## config.mk

```make
export PLATFORM = sky130hd
export DESIGN_NAME = ps_cfg_loader
export DESIGN_NICKNAME = d
export VERILOG_FILES = /design/src/rtl/ps_cfg_pkg.sv /design/src/rtl/ps_cfg_shift.sv /design/src/rtl/ps_cfg_ctrl.sv /design/src/rtl/ps_cfg_loader.sv
export SDC_FILE = /design/constraint.sdc
export NUM_CORES = 1
export LEC_CHECK = 0
export BUFFER_PORTS_ARGS = -buffer_cell sky130_fd_sc_hd__buf_2
export CORE_MARGIN = 3
export CORE_UTILIZATION = 58
export CTS_CLUSTER_SIZE = 16
export DETAILED_ROUTE_END_ITERATION = 10
export PLACE_DENSITY = 0.79
export SLEW_MARGIN = 30
export SYNTH_ARGS = -nofsm -noshare
export SYNTH_HDL_FRONTEND = slang
export SYNTH_SLANG_ARGS = --single-unit
```

## constraint.sdc

```tcl
create_clock -name clk -period 2.69 [get_ports clk]
set_input_delay 0.1345 -clock clk [delete_from_list [all_inputs] [get_ports clk]]
set_output_delay 0.1345 -clock clk [all_outputs]
set_load 0.03 [all_outputs]
```

## src/rtl/ps_cfg_pkg.sv

```systemverilog
package ps_cfg_pkg;

  typedef enum logic [2:0] {
    ERR_NONE      = 3'd0,
    ERR_PARTIAL   = 3'd1,
    ERR_NO_RESET  = 3'd2,
    ERR_NOT_READY = 3'd3,
    ERR_CONFIG    = 3'd4,
    ERR_NO_DONE   = 3'd5
  } errCode_e;

  typedef enum logic [2:0] {
    ST_IDLE, ST_RST, ST_POLL, ST_SETTLE, ST_FETCH, ST_SHIFT, ST_CHECK, ST_TRAIL
  } seqState_e;

  // strobes from control to datapath
  typedef struct packed {
    logic loadByte;
    logic loadTrail;
    logic keepOrder;
  } shiftCmd_t;

  function automatic int ceilDiv(input int a, input int b);
    return (a + b - 1) / b;
  endfunction

endpackage

```

## src/rtl/ps_cfg_shift.sv

```systemverilog
module ps_cfg_shift
  import ps_cfg_pkg::*;
#(
  parameter int BYTE_W    = 8,
  parameter int SCLK_HALF = 2
) (
  input  logic              clk,
  input  logic              rstN,
  input  shiftCmd_t         cmd,
  input  logic [BYTE_W-1:0] byteIn,
  output logic              sclk,
  output logic              sdata,
  output logic              busy,
  output logic              shiftDone
);
  localparam int BIT_W = $clog2(BYTE_W);
  localparam int PH_W  = (SCLK_HALF > 1) ? $clog2(SCLK_HALF) : 1;

  logic [BYTE_W-1:0] revByte, pickByte, shReg;
  logic [BIT_W-1:0]  bitsLeft;
  logic [PH_W-1:0]   phCnt;
  logic              phEnd, trailQ;

  for (genvar g = 0; g < BYTE_W; g++) begin : g_rev
    assign revByte[g] = byteIn[BYTE_W-1-g];
  end

  always_comb begin
    if (cmd.loadTrail)      pickByte = '0;
    else if (cmd.keepOrder) pickByte = byteIn;
    else                    pickByte = revByte;
  end

  assign phEnd = (phCnt == PH_W'(SCLK_HALF - 1));

  always_ff @(posedge clk or negedge rstN) begin
    if (!rstN) begin
      sclk      <= 1'b0;
      sdata     <= 1'b0;
      busy      <= 1'b0;
      shiftDone <= 1'b0;
      shReg     <= '0;
      bitsLeft  <= '0;
      phCnt     <= '0;
      trailQ    <= 1'b0;
    end else begin
      shiftDone <= 1'b0;
      if (cmd.loadByte || cmd.loadTrail) begin
        sdata    <= pickByte[BYTE_W-1];
        shReg    <= {pickByte[BYTE_W-2:0], 1'b0};
        bitsLeft <= BIT_W'(BYTE_W - 1);
        phCnt    <= '0;
        sclk     <= 1'b0;
        busy     <= 1'b1;
        trailQ   <= cmd.loadTrail;
      end else if (busy) begin
        phCnt <= phEnd ? '0 : phCnt + 1'b1;
        if (phEnd) begin
          if (!sclk) begin
            sclk <= 1'b1;
          end else begin
            sclk <= 1'b0;
            if (bitsLeft == '0) begin
              busy      <= 1'b0;
              shiftDone <= 1'b1;
            end else begin
              // next bit placed on the falling edge
              sdata    <= shReg[BYTE_W-1];
              shReg    <= {shReg[BYTE_W-2:0], 1'b0};
              bitsLeft <= bitsLeft - 1'b1;
            end
          end
        end
      end
    end
  end

  // data held while the serial clock is high
  a_r7_data_held_high: assert property (@(posedge clk) disable iff (!rstN)
    sclk |-> $stable(sdata));
  // trailing clocks carry zero data
  a_r11_trail_zero: assert property (@(posedge clk) disable iff (!rstN)
    (trailQ && sclk) |-> !sdata);
  // no new load while a byte is in flight
  a_r8_no_load_busy: assert property (@(posedge clk) disable iff (!rstN)
    (cmd.loadByte || cmd.loadTrail) |-> !busy);

endmodule

```

## src/rtl/ps_cfg_ctrl.sv

```systemverilog
module ps_cfg_ctrl
  import ps_cfg_pkg::*;
#(
  parameter int CLK_PER_US  = 4,
  parameter int RESET_US    = 2,
  parameter int POLL_US     = 268,
  parameter int MAXWAIT_STD = 1506,
  parameter int MAXWAIT_EXT = 3000,
  parameter int SETTLE_STD  = 2,
  parameter int SETTLE_EXT  = 10,
  parameter bit USE_DONE    = 1'b1
) (
  input  logic      clk,
  input  logic      rstN,
  input  logic      start,
  input  logic      partialReq,
  input  logic      lsbFirst,
  input  logic      profileExt,
  input  logic      inValid,
  input  logic      inLast,
  input  logic      statusNSync,
  input  logic      confDoneSync,
  input  logic      shiftBusy,
  input  logic      shiftDone,
  output shiftCmd_t cmd,
  output logic      inReady,
  output logic      cfgReqN,
  output logic      done,
  output logic      error,
  output errCode_e  errCode
);
  localparam int POLLS_STD = ceilDiv(MAXWAIT_STD, POLL_US);
  localparam int POLLS_EXT = ceilDiv(MAXWAIT_EXT, POLL_US);
  localparam int POLLS_MAX = (POLLS_EXT > POLLS_STD) ? POLLS_EXT : POLLS_STD;
  localparam int PC_W      = $clog2(POLLS_MAX + 1);
  localparam int TMR_MAX   = RESET_US + POLL_US + SETTLE_STD + SETTLE_EXT;
  localparam int TMR_W     = $clog2(TMR_MAX + 1);
  localparam int PRE_W     = (CLK_PER_US > 1) ? $clog2(CLK_PER_US) : 1;

  seqState_e        state;
  logic [PRE_W-1:0] preCnt;
  logic [TMR_W-1:0] usLeft;
  logic [PC_W-1:0]  pollCnt, pollLim;
  logic             usTick, tmrExpire, profQ, orderQ, lastQ, checkPass;

  assign usTick    = (preCnt == PRE_W'(CLK_PER_US - 1));
  assign tmrExpire = usTick && (usLeft == TMR_W'(1));
  assign pollLim   = profQ ? PC_W'(POLLS_EXT) : PC_W'(POLLS_STD);
  assign checkPass = statusNSync && (confDoneSync || !USE_DONE);

  assign inReady       = (state == ST_FETCH);
  assign cmd.loadByte  = (state == ST_FETCH) && inValid;
  assign cmd.loadTrail = (state == ST_CHECK) && checkPass;
  assign cmd.keepOrder = orderQ;

  always_ff @(posedge clk or negedge rstN) begin
    if (!rstN) begin
      state   <= ST_IDLE;
      preCnt  <= '0;
      usLeft  <= '0;
      pollCnt <= '0;
      profQ   <= 1'b0;
      orderQ  <= 1'b0;
      lastQ   <= 1'b0;
      cfgReqN <= 1'b1;
      done    <= 1'b0;
      error   <= 1'b0;
      errCode <= ERR_NONE;
    end else begin
      preCnt <= usTick ? '0 : preCnt + 1'b1;
      if (usTick && usLeft != '0) usLeft <= usLeft - 1'b1;
      case (state)
        ST_IDLE: if (start) begin
          done <= 1'b0;
          if (partialReq) begin
            error   <= 1'b1;
            errCode <= ERR_PARTIAL;
          end else begin
            error   <= 1'b0;
            errCode <= ERR_NONE;
            profQ   <= profileExt;
            orderQ  <= lsbFirst;
            cfgReqN <= 1'b0;
            usLeft  <= TMR_W'(RESET_US);
            preCnt  <= '0;
            state   <= ST_RST;
          end
        end
        ST_RST: if (tmrExpire) begin
          cfgReqN <= 1'b1;
          if (statusNSync) begin
            error   <= 1'b1;
            errCode <= ERR_NO_RESET;
            state   <= ST_IDLE;
          end else begin
            usLeft  <= TMR_W'(POLL_US);
            preCnt  <= '0;
            pollCnt <= '0;
            state   <= ST_POLL;
          end
        end
        ST_POLL: if (tmrExpire) begin
          if (statusNSync) begin
            usLeft <= profQ ? TMR_W'(SETTLE_EXT) : TMR_W'(SETTLE_STD);
            preCnt <= '0;
            state  <= ST_SETTLE;
          end else if (pollCnt == pollLim - 1'b1) begin
            error   <= 1'b1;
            errCode <= ERR_NOT_READY;
            state   <= ST_IDLE;
          end else begin
            pollCnt <= pollCnt + 1'b1;
            usLeft  <= TMR_W'(POLL_US);
            preCnt  <= '0;
          end
        end
        ST_SETTLE: if (tmrExpire) state <= ST_FETCH;
        ST_FETCH: if (inValid) begin
          lastQ <= inLast;
          state <= ST_SHIFT;
        end
        ST_SHIFT: if (shiftDone) state <= lastQ ? ST_CHECK : ST_FETCH;
        ST_CHECK: begin
          if (checkPass) begin
            state <= ST_TRAIL;
          end else begin
            error   <= 1'b1;
            errCode <= !statusNSync ? ERR_CONFIG : ERR_NO_DONE;
            state   <= ST_IDLE;
          end
        end
        ST_TRAIL: if (shiftDone) begin
          done  <= 1'b1;
          state <= ST_IDLE;
        end
        default: state <= ST_IDLE;
      endcase
    end
  end

  // request released whenever the sequencer is idle
  a_r1_idle_released: assert property (@(posedge clk) disable iff (!rstN)
    (state == ST_IDLE) |-> cfgReqN);
  // partial request refused without touching the request line
  a_r2_partial_refused: assert property (@(posedge clk) disable iff (!rstN)
    (state == ST_IDLE && start && partialReq) |=> (cfgReqN && error && errCode == ERR_PARTIAL));
  // results are exclusive
  a_r12_done_err_excl: assert property (@(posedge clk) disable iff (!rstN)
    !(done && error));
  // stream only ready while the shifter is idle
  a_r8_ready_idle_shifter: assert property (@(posedge clk) disable iff (!rstN)
    inReady |-> !shiftBusy);
  // poll count stays inside the profile limit
  a_r4_poll_bound: assert property (@(posedge clk) disable iff (!rstN)
    (state == ST_POLL) |-> (pollCnt < pollLim));

endmodule

```

## src/rtl/ps_cfg_loader.sv

```systemverilog
module ps_cfg_loader
  import ps_cfg_pkg::*;
#(
  parameter int CLK_PER_US  = 4,
  parameter int SCLK_HALF   = 2,
  parameter int RESET_US    = 2,
  parameter int POLL_US     = 268,
  parameter int MAXWAIT_STD = 1506,
  parameter int MAXWAIT_EXT = 3000,
  parameter int SETTLE_STD  = 2,
  parameter int SETTLE_EXT  = 10,
  parameter bit USE_DONE    = 1'b1
) (
  input  logic       clk,
  input  logic       rstN,
  input  logic       start,
  input  logic       partialReq,
  input  logic       lsbFirst,
  input  logic       profileExt,
  input  logic [7:0] inData,
  input  logic       inValid,
  input  logic       inLast,
  output logic       inReady,
  input  logic       tgtStatusN,
  input  logic       tgtConfDone,
  output logic       cfgReqN,
  output logic       sclk,
  output logic       sdata,
  output logic       done,
  output logic       error,
  output logic [2:0] errCode
);
  logic [1:0] statusSync, doneSync;
  shiftCmd_t  cmd;
  logic       shiftBusy, shiftDone;
  errCode_e   codeQ;

  always_ff @(posedge clk or negedge rstN) begin
    if (!rstN) begin
      statusSync <= 2'b11;
      doneSync   <= 2'b00;
    end else begin
      statusSync <= {statusSync[0], tgtStatusN};
      doneSync   <= {doneSync[0], tgtConfDone};
    end
  end

  ps_cfg_ctrl #(
    .CLK_PER_US(CLK_PER_US), .RESET_US(RESET_US), .POLL_US(POLL_US),
    .MAXWAIT_STD(MAXWAIT_STD), .MAXWAIT_EXT(MAXWAIT_EXT),
    .SETTLE_STD(SETTLE_STD), .SETTLE_EXT(SETTLE_EXT), .USE_DONE(USE_DONE)
  ) i_ctrl (
    .clk(clk), .rstN(rstN), .start(start), .partialReq(partialReq),
    .lsbFirst(lsbFirst), .profileExt(profileExt), .inValid(inValid),
    .inLast(inLast), .statusNSync(statusSync[1]), .confDoneSync(doneSync[1]),
    .shiftBusy(shiftBusy), .shiftDone(shiftDone), .cmd(cmd), .inReady(inReady),
    .cfgReqN(cfgReqN), .done(done), .error(error), .errCode(codeQ)
  );

  ps_cfg_shift #(.BYTE_W(8), .SCLK_HALF(SCLK_HALF)) i_shift (
    .clk(clk), .rstN(rstN), .cmd(cmd), .byteIn(inData),
    .sclk(sclk), .sdata(sdata), .busy(shiftBusy), .shiftDone(shiftDone)
  );

  assign errCode = codeQ;

endmodule

```

==> reports/results.ini <==
[yosys]
synth.distinct_cells=52
synth_cells=266
synth-warning-count=0
synth_top_family_by_area=simple AND/OR/NAND/NOR gates
seq_area_frac_synth_pct=44.85
synth_xor_area_share_pct=3.061
synthesis.area_um2=2575
ys_ff_latch=46
muxShareOfSynthArea_pct=6.122
synth_fa_ha_area_share_pct=2.915
synth_ff_type=dfrtp_1
syn_avg_cell_area_um2=9.680
synth_compound_area_share_pct=17.93
synth-edff-count=0
synthSimpleGateAreaFrac_pct=21.67
synthArstFlopShare_pct=100.0
syn_nets=290

[setup_path]
crit_family=compound AO/OA/AOI/OAI gates
critPathMaxFanout=21
critical_path.max_stage_delay_ps=720
r2r_slack_ps=440
reg2reg_depth=5
cp.arrival_ps=2450
cp.required_ps=2880
end_kind=register
crit_buf_inv=0
path_cells=nor2_1 -> a21boi_0 -> a2111oi_2 -> nand3_1 -> mux2_2
r2r_start=i_ctrl.state[0]$_DFFE_PN0P_
r2r-end=i_ctrl.state[1]$_DFFE_PN0P_
slowest_stage=dfrtp_1
worstSetupPathType=reg2reg
worstSetupStartpointType=register

[place]
pre_cts_slack_ps=456.6
post-place-cells=335
numPortBuffers=26
dpl_cell_area_um2=2764
place_congestion=0.9478
dp_hpwl_mm=3.885

[floorplan]
io_pins=27
start_util_pct=62.14
core-area_um2=4144
dieArea_um2=5275
die_w_um=72.63
fp.dieH_um=72.63
floorplan.rows=23

[grt]
grt_pass1_vias=1996
met1_usage_pct=31.56
met2_usage_pct=35.47
grt_overflow=0
grt_pass1_wl_mm=9.335
met3_usage_pct=5.096
antenna_found_initial=0
grt_max_degree=47
grt_use_total_pct=22.79
grt_busiest_layer=met2

[worst_hold_path]
min_path_type=in2reg
hold_start=inLast
min_to=i_ctrl.lastQ$_DFFE_PN0P_
hold-path-cell-count=2

[timing]
finalWorstSetupSlack_ps=435.8
period_minus_slack_ps=2254
hold_viol=0
setup_viol=0
fin_crit_sh_pct=83.80
fmax_mhz=443.6
rsz0062_at_grt=no
fin_setup_tns_ps=0
finalMaxSlewViolations=0
max_slew_margin_pct=59.31
skew_ps=8.442
tightest_slew_ps=600.9

[cts]
cts_tree=yes
clock_path_buffers=2
clkTransAtPathRegs_ps=90
cts_resized=0
clock_latency_ps=310
htreeDepth=2
cts_root_buf=clkbuf_8
clock-sinks=46
cts_buffers=5

[routing]
drc=0
ant_nets=0
wl_per_cell_um=15.54
vias=2088
avgViaCountPerCell=6.035
drt_wl_total_mm=5.378
drt_iter0_drc=150
first_pass_iters=4

[power_and_ir_drop]
p_int_uw=1828
pwr-share-comb_pct=45.0
p_sw_uw=1273
ir_worst_vdd_v=0.0005417
clock_power_share_pct=15.5
fin_total_pwr_uw=3101
swShare_pct=41.06
seqPwrFrac_pct=39.5
p_leak_uw=0.001294
powerDensity_nw_per_um2=1070

[layout]
seqCellArea_um2=1155
drive_gt1_share_pct=21.96
layout.cells.non_filler=346
antenna_cells=0
mostFrequentLayoutCells=43 x dfrtp_1, 29 x nand2_1, 25 x buf_2
areaGrowthSynthToFinish_pct=12.59
layout_commonest_cell=dfrtp_1
nFillCells=329
finalNetCount=319
postLayoutCellArea_um2=2899
multiInputGateArea_um2=1331

[outcome]
outcome=finished clean

[job]
max-cap-violations=0

## power groups by stage
| stage | registers, uW | logic [uW] | clock network [uW] |
|---|---|---|---|
| after global routing | 1260 | 1570 | 516 |
| final | 1220 | 1400 | 480 |
| after CTS | 1220 | 1400 | 486 |
| after detailed placement | 1230 | 1400 | 0 |
| after floorplan | 1170 | 1080 | 0 |
| after global placement | 1210 | 1360 | 0 |
## what timing repair did
item / CTS / global route
endpoints found under the setup margin: 0 / 0
buffers inserted: 0 / 0
hold endpoints to repair: 45 / 0
hold buffers: 3 / 0
## flip-flops by register name (all words and copies together) (netlist names)
register and cells:
i_ctrl.orderQ 1, i_ctrl.state 3, i_ctrl.usLeft 9, i_shift.sclk 1
i_ctrl.done 1, i_ctrl.preCnt 2, i_shift.phCnt 1, doneSync 2
i_shift.shiftDone 1, i_ctrl.cfgReqN 1, i_ctrl.error 1, i_ctrl.profQ 1
i_shift.bitsLeft 3, i_shift.busy 1, statusSync 2, i_ctrl.errCode 3
i_shift.sdata 1, i_shift.shReg 7, i_ctrl.lastQ 1, i_ctrl.pollCnt 4
## cell families after synthesis
logic type / after synthesis
and+or+nand+nor: 103
AOI/OAI and AO/OA: 65
DFF: 46
buffers and inverters: 23
muxes: 14
xor gates and xnor gates: 9
adders and majority gates: 6
## Yosys cell counts, drive strengths merged, types with 3 or more instances
cell | instances | area [um2]
nand2b | 9 | 56.30
a21o | 4 | 30.03
buf | 4 | 17.52
a21oi | 11 | 55.05
nand2 | 29 | 108.9
dfstp | 3 | 78.83
nand3 | 8 | 52.55
xnor2 | 7 | 61.31
o21ai | 15 | 75.07
a2bb2oi | 7 | 61.31
nor2b | 10 | 62.56
dfrtp | 43 | 1076
clkbuf | 9 | 33.78
mux2 | 14 | 157.7
a32o | 4 | 40.04
and3 | 3 | 23.77
and2 | 4 | 25.02
ha | 6 | 75.07
nor4 | 3 | 33.78
nor2 | 22 | 82.58
nor3 | 5 | 25.02
a31oi | 6 | 37.54
inv | 10 | 37.54
## stage by stage
stage | hold WS (ps) | util (%)
4_1_cts | 50.37 | 69.96
5_1_grt | 57.10 | 69.96
6_report | 55.50 | 69.96
3_5_place_dp | 175.0 | 66.70
3_3_place_gp | 240.2 | 66.64
2_1_floorplan | -161.1 | -
## per-layer routing
metal	vias to the layer above	share of wire (%)
li1	1017	-
met1	1018	46
met2	42	48
met3	11	4.1
met4	0	1.5
met5	-	0
## worst max-delay path by stage
stage	start	end	slack [ps]	cells past startpoint
2_1_floorplan	i_ctrl.preCnt[0]$_DFF_PN0_	i_ctrl.errCode[0]$_DFFE_PN0P_	640	6
3_3_place_gp	i_ctrl.state[0]$_DFFE_PN0P_	i_ctrl.state[1]$_DFFE_PN0P_	530	5
3_5_place_dp	i_ctrl.state[0]$_DFFE_PN0P_	i_ctrl.state[1]$_DFFE_PN0P_	460	5
4_1_cts	i_ctrl.state[0]$_DFFE_PN0P_	i_ctrl.state[1]$_DFFE_PN0P_	450	5
5_1_grt	i_ctrl.state[0]$_DFFE_PN0P_	i_ctrl.state[1]$_DFFE_PN0P_	240	5
6_report	i_ctrl.state[0]$_DFFE_PN0P_	i_ctrl.state[1]$_DFFE_PN0P_	440	5
## area by class of cell
type	instances	area share, %
timing repair buffer	35	7.164
clock buffer	7	3.323
inverter	10	1.295
multi-input combinational	197	45.92
clock inverter	1	0.3021
sequential	46	39.84
tap	50	2.158
No activity file was read; power rests on OpenSTA's default activity.
